==> src/rtl/sio_irq_ident.sv <==
module sio_irq_ident (
  input  logic       clk,
  input  logic       rst_n,
  input  logic       evt_lsr,
  input  logic       evt_adr,
  input  logic       evt_rxf,
  input  logic       evt_atx,
  input  logic       evt_txe,
  input  logic       evt_mdm,
  input  logic       en_lsr,
  input  logic       en_adr,
  input  logic       en_rxf,
  input  logic       en_atx,
  input  logic       en_txe,
  input  logic       en_mdm,
  input  logic       acc_rd_rx,
  input  logic       acc_wr_tx,
  input  logic       acc_rd_id,
  input  logic       acc_rd_lsr,
  input  logic       acc_rd_msr,
  output logic [3:0] id_o,
  output logic       irq_o
);

  localparam logic [3:0] ID_NONE = 4'b0001;
  localparam logic [3:0] ID_LSR  = 4'b0110;
  localparam logic [3:0] ID_ADR  = 4'b1100;
  localparam logic [3:0] ID_RXF  = 4'b0100;
  localparam logic [3:0] ID_ATX  = 4'b1010;
  localparam logic [3:0] ID_TXE  = 4'b0010;
  localparam logic [3:0] ID_MDM  = 4'b0000;

  logic p_lsr, p_adr, p_rxf, p_atx, p_txe, p_mdm;
  logic rd_id_q;
  logic [3:0] id_next;

  wire rd_id_start = acc_rd_id & ~rd_id_q;
  wire clr_atx = acc_wr_tx | (rd_id_start & (id_o == ID_ATX));
  wire clr_txe = acc_wr_tx | (rd_id_start & (id_o == ID_TXE));

  wire a_lsr = p_lsr & en_lsr;
  wire a_adr = p_adr & en_adr & en_rxf;
  wire a_rxf = p_rxf & en_rxf;
  wire a_atx = p_atx & en_atx;
  wire a_txe = p_txe & en_txe;
  wire a_mdm = p_mdm & en_mdm;

  always_comb begin
    if (a_lsr)      id_next = ID_LSR;
    else if (a_adr) id_next = ID_ADR;
    else if (a_rxf) id_next = ID_RXF;
    else if (a_atx) id_next = ID_ATX;
    else if (a_txe) id_next = ID_TXE;
    else if (a_mdm) id_next = ID_MDM;
    else            id_next = ID_NONE;
  end

  always_ff @(posedge clk or negedge rst_n) begin
    if (!rst_n) begin
      p_lsr <= 1'b0;
      p_adr <= 1'b0;
      p_rxf <= 1'b0;
      p_atx <= 1'b0;
      p_txe <= 1'b0;
      p_mdm <= 1'b0;
    end else begin
      p_lsr <= evt_lsr | (p_lsr & ~acc_rd_lsr);
      p_adr <= evt_adr | (p_adr & ~acc_rd_rx);
      p_rxf <= evt_rxf | (p_rxf & ~acc_rd_rx);
      p_atx <= evt_atx | (p_atx & ~clr_atx);
      p_txe <= evt_txe | (p_txe & ~clr_txe);
      p_mdm <= evt_mdm | (p_mdm & ~acc_rd_msr);
    end
  end

  always_ff @(posedge clk or negedge rst_n) begin
    if (!rst_n) begin
      id_o    <= ID_NONE;
      irq_o   <= 1'b0;
      rd_id_q <= 1'b0;
    end else begin
      rd_id_q <= acc_rd_id;
      irq_o   <= ~id_next[0];
      if (!acc_rd_id) id_o <= id_next;
    end
  end

endmodule

==> config.mk <==
export PLATFORM = sky130hd
export DESIGN_NAME = sio_irq_ident
export DESIGN_NICKNAME = d
export VERILOG_FILES = /design/src/rtl/sio_irq_ident.sv
export SDC_FILE = /design/constraint.sdc
export NUM_CORES = 1
export LEC_CHECK = 0
export BUFFER_PORTS_ARGS = -buffer_cell sky130_fd_sc_hd__buf_2
export CAP_MARGIN = 20
export CORE_MARGIN = 1.5
export CORE_UTILIZATION = 30
export CTS_CLUSTER_SIZE = 25
export DETAILED_ROUTE_END_ITERATION = 8
export PLACE_DENSITY_LB_ADDON = 0.05
export SKIP_CTS_REPAIR_TIMING = 1
export SLEW_MARGIN = 20
export SYNTH_ARGS = -nofsm -noshare
export SYNTH_HDL_FRONTEND = slang
export SYNTH_SLANG_ARGS = --single-unit
==> constraint.sdc <==
create_clock -name clk -period 2 [get_ports clk]
set_clock_uncertainty 0.1 [all_clocks]
set_input_delay 0.4 -clock clk [delete_from_list [all_inputs] [get_ports clk]]
set_output_delay 0.4 -clock clk [all_outputs]
set_load 0.03 [all_outputs]
# Word-level counts from Yosys, hierarchy flattened
# Index checks and enable logic that the tools add are counted.
[word_totals] register_bits=12 input_bits=19 out_inout_bits=5 elab_cells=48
[op_classes] n_eq_ne=2 mux=6 bitwise_logic=31
[op_table] operator="bitwise AND 1 bit" count=16
[op_table] operator="two-way mux 4 bit" count=4
[op_table] operator="bitwise OR 1 bit" count=8
[op_table] operator="NOT 1 bit" count=7
[op_table] operator="equality test 4 x 2 -> 1 bit (second input constant)" count=1
[op_table] operator="equality test 4 bit (second input constant)" count=1
[op_table] operator="two-way mux 2 bit" count=1
[op_table] operator="two-way mux 1 bit" count=1

# Logic depth before layout (Yosys ltp)
[depth] depth_word=8 ltp_mapped=3 ltp_nobuf=3

# Worst setup path before layout
# Ideal clock, no wire load.
[synth_timing] kind="register to register" from="reg id_o[1]" to="reg p_atx" setup_time_ns=0.120 arrival_time_ns=0.998 required_time_ns=1.780 path_slack_ns=0.783 stages_incl_launch_ff=4 n_path_buf=0 synth_period_minus_slack_ns=1.217 path_cell_list="dfrtp_1 > nor2b_1 > nand3_1 > a31o_1"
[synth_via] elab_chain_cells=6
[synth_rtl] element="start, declared" line="21" text="output logic [3:0] id_o,"
[synth_rtl] element="start signal, assigned" line="84" text="if (!acc_rd_id) id_o <= id_next;"
[synth_rtl] element="equality test 4 bit" line="38" text="wire clr_atx = acc_wr_tx | (rd_id_start & (id_o == ID_ATX));"
[synth_rtl] element="bitwise AND 1 bit" line="38"
[synth_rtl] element="bitwise OR 1 bit" line="38"
[synth_rtl] element="NOT 1 bit" line="70" text="p_atx <= evt_atx | (p_atx & ~clr_atx);"
[synth_rtl] element="bitwise AND 1 bit" line="70"
[synth_rtl] element="bitwise OR 1 bit" line="70"
[synth_rtl] element="end signal, assigned" line="70"
[synth_rtl] element="end, declared" line="33" text="logic p_lsr, p_adr, p_rxf, p_atx, p_txe, p_mdm;"
# Every way passes these cells.
# A chain may end at the register's enable or synchronous reset.

# Worst setup path in the final report
[layout_timing] from="reg id_o[0]" to="out id_o[0]"
# No word-level cell between the ends.

==> reports/qor_table.md <==
| Group | Quantity | This run |
|---|---|---|
| status | Outcome | completed |
| placed design | Placer congestion estimate | 0.682 |
| timing | Final worst-path cycle share | 76.1% |
| global routing | Global route total overflow | 0 |
| synth | Synth Net Count | 62 |
| cts | CTS clock-pin slew for the worst setup and hold paths | 70 ps |
| drt | Number of DRC violations after detailed routing | 0 |
| critical path | Cell-by-cell listing of the critical path | buf_2 |
| pwr | Total power of the final layout | 0.564 mW |
| pwr | Lkg Pwr | 0.350 nW |
| critical path | Worst EP required | 1500 ps |
| synth | Synthesis-stage register bit count | 12 |
| placed design | Cell count after placement | 82 |
| pwr | Power Density | 826 mW/mm^2 |
| placed design | IO buf count | 23 |
| cts | Clk Latency, worst-skew pair | 270 ps |
| floorplanning | Core Rows | 14 |
| global routing | Maximum number of pins on one net before global-route repair | 13 |
| cts | TritonCTS clock tree | done |
| floorplanning | Floorplan die width | 43.9 um |
| cts | Root buffer selected by CTS | sky130_fd_sc_hd__clkbuf_4 |
| cts | Number of buffers created by CTS | 3 |
| floorplanning | I/O pin cnt | 24 |
| floorplanning | Core area | 0.00154 mm^2 |
| cts | CTS H-tree lvls | 1 |
| pwr | VDD IR max | 0.000368 V |
| critical path | Worst setup path startpoint | id_o[0] |
| drt | Metal2 WL | 475 um |
| layout | Post-route cell area | 683 um^2 |
| synth | Portion of synthesized cell area occupied by the leading cell type | 54.9% |
| drt | Number of iterations in the first detailed-routing pass | 2 |
| synth | Portion of the post-synthesis area used by sequential elements | 60.1% |
| layout | Total Nets Final | 91 |
| synth | Largest cells by area after synthesis | sky130_fd_sc_hd__dfrtp_1 (55%), sky130_fd_sc_hd__a21o_1 (9.0%), sky130_fd_sc_hd__dfstp_2 (5.2%) |
| floorplanning | Initial core utilization | 32.5% |
| floorplanning | Die area | 0.00193 mm^2 |
| drt | Total vias in the final route | 438 |
| synth | Biggest area consumer among synthesized cells | sky130_fd_sc_hd__dfrtp_1 |
| critical path | Worst R2R End | id_o[0] |
| placed design | Setup WS pre-CTS | 658 ps |
| critical path | Worst R2R Path Depth | 3 |
| critical path | Crit path launch type | register |
| layout | Largest reg by FF count | id_o |
| timing | Relative slew margins | 79.0% |
| timing | Fmax | 657 MHz |
| timing | Post-route minimum period | 1520 ps |
| layout | Number of antenna diodes | 0 |
| drt | Overall routed net length | 1060 um |
| critical path | Critical path endpoint | id_o[0] |
| flow run | Max Cap Violations | 0 |
| critical path | Path length in cells of the critical path | 1 |
| drt | Detailed-routed wire length on met3 | 107 um |
| timing | Aggregate negative setup slack | 0 ps |
| global routing | Vias in the first global route | 421 |
| synth | Yosys synthesis warning count | 0 |
| global routing | Global-route usage over all layers | 13.7% |
| placed design | Dpl cell area | 637 um^2 |
| drt | Routed Antenna Nets | 0 |
| critical path | CP Buf/Inv Count | 1 |
| timing | Final setup vio count | 0 |
| drt | Initial detailed-routing violation count | 4 |
| cts | Count of clock tree sinks | 12 |
| critical path | Critical path endpoint category | output port |
| layout | Layout cell share with drive strength beyond 1 | 42.3% |
| layout | Area growth from synthesis to layout | 36.2% |
| drt | WL/cell | 12.1 um |
| timing | Unrepaired setup endpoints after global routing | false |
| drt | Post-Route M1 WL | 466 um |
| critical path | Max Fanout on Critical Path | 3 |
| layout | Number of non-filler instances in the completed layout | 87 |
| drt | Vias per cell | 5.03 |
| synth | Netlist cell types | 17 |
| layout | Fraction of the core area covered by cells at the end of the flow | 44.3% |
| floorplanning | Die height | 43.9 um |
| layout | Number of flip-flops under the largest register name | 4 |
| critical path | Worst flop-to-flop path startpoint | p_rxf |
| critical path | Register-to-register setup slack | 810 ps |
| layout | Number of inserted filler cells in the final layout | 156 |
| global routing | Antenna violations before repair | 0 |
| timing | Post-layout worst setup margin | 479 ps |
| timing | Max-slew violations | 0 |
| synth | Mean Syn Cell Area | 11.7 um^2 |
| synth | Gate count of the mapped netlist | 43 |
| global routing | Wire length of the first global-routing pass | 1840 um |
| timing | Final Hold Violating Endpoints | 0 |
| critical path | Data arrival, critical path | 1020 ps |
| synth | Total standard cell area after synthesis | 502 um^2 |
| timing | Final Hold Slack | 202 ps |
| critical path | Worst path top cell family by delay | flip-flops |
| critical path | Slowest library cell on the worst path | sky130_fd_sc_hd__dfstp_2 |
| drt | Top Metal Used | met4 |
| hold path | Hold Path Class | in2reg |
| timing | Least-Margin Pin Slew | 315 ps |
| cts | Bufs on Longest Clock Path | 2 |
| critical path | Kind of critical path | reg2out |
| critical path | CP max stage delay | 560 ps |
[Yosys cell counts]
library cell	instances
sky130_fd_sc_hd__dfrtp_1	11
sky130_fd_sc_hd__a21o_1	6
sky130_fd_sc_hd__inv_1	4
sky130_fd_sc_hd__a21oi_1	3
sky130_fd_sc_hd__nand2_1	3
sky130_fd_sc_hd__a22oi_1	2
sky130_fd_sc_hd__a31o_1	2
sky130_fd_sc_hd__nand3_1	2
sky130_fd_sc_hd__nor2b_1	2
sky130_fd_sc_hd__a22o_1	1
sky130_fd_sc_hd__a31o_2	1
sky130_fd_sc_hd__a32o_1	1
sky130_fd_sc_hd__and3_1	1
sky130_fd_sc_hd__dfstp_2	1
sky130_fd_sc_hd__nand3b_1	1
sky130_fd_sc_hd__nor3b_2	1
sky130_fd_sc_hd__o21ai_0	1
[layout make-up]
type	instances	area [um^2]	area share, %
clock buffer	4	36.3	5.31
inverter	4	15.0	2.20
multi-input combinational	27	185	27.1
sequential	12	302	44.1
tap	16	20.0	2.93
timing repair buffer	24	125	18.3
[layer usage]
metal / up-vias / GRT usage [%]
met5: - / 0
met2: 20 / 20.9
met3: 2 / 7.92
met4: 0 / 3.64
met1: 205 / 16.6
li1: 211 / -
[kinds of logic after synthesis]
group                  share of synthesized area (%)
AO/OA/AOI/OAI                                   24.9
buffers and inverters                           2.99
flip-flops                                      60.1
AND/OR/NAND/NOR                                 12.0
[report_power, final]
part           switching, mW  total, mW  internal (mW)
Combinational         0.0527     0.0954         0.0426
Sequential            0.0154      0.279          0.263
Clock                 0.0797      0.190          0.111
[worst reg2reg max path: cells and delay by family, from the launching register on]
kind	cells	cell delay, ps
DFF	1	400
AOI/OAI and AO/OA	3	640
[layout by cell type, fill, tap and decap left out]
cell type / instances
sky130_fd_sc_hd__a21oi_1: 3
sky130_fd_sc_hd__dfrtp_1: 11
sky130_fd_sc_hd__nand3b_1: 1
sky130_fd_sc_hd__a21o_1: 6
sky130_fd_sc_hd__clkbuf_4: 3
sky130_fd_sc_hd__inv_1: 4
sky130_fd_sc_hd__nand3_1: 2
sky130_fd_sc_hd__o21ai_0: 1
sky130_fd_sc_hd__a31o_2: 1
sky130_fd_sc_hd__clkbuf_8: 1
sky130_fd_sc_hd__a22oi_1: 2
sky130_fd_sc_hd__dlygate4sd3_1: 1
sky130_fd_sc_hd__a22o_1: 1
sky130_fd_sc_hd__a31o_1: 2
sky130_fd_sc_hd__dfstp_2: 1
sky130_fd_sc_hd__nand2_1: 3
sky130_fd_sc_hd__a32o_1: 1
sky130_fd_sc_hd__nor2b_1: 2
sky130_fd_sc_hd__and3_1: 1
sky130_fd_sc_hd__nor3b_2: 1
sky130_fd_sc_hd__buf_2: 23
[worst min path at each step]
stage               to  cells after the start    start
2_1_floorplan  id_o[1]                      0    rst_n
3_3_place_gp     p_atx                      1    rst_n
3_5_place_dp     p_atx                      1    rst_n
4_1_cts          p_txe                      1    rst_n
5_1_grt          p_adr                      2  evt_adr
6_report         p_adr                      2  evt_adr
Power figures use the tool's default switching activity.
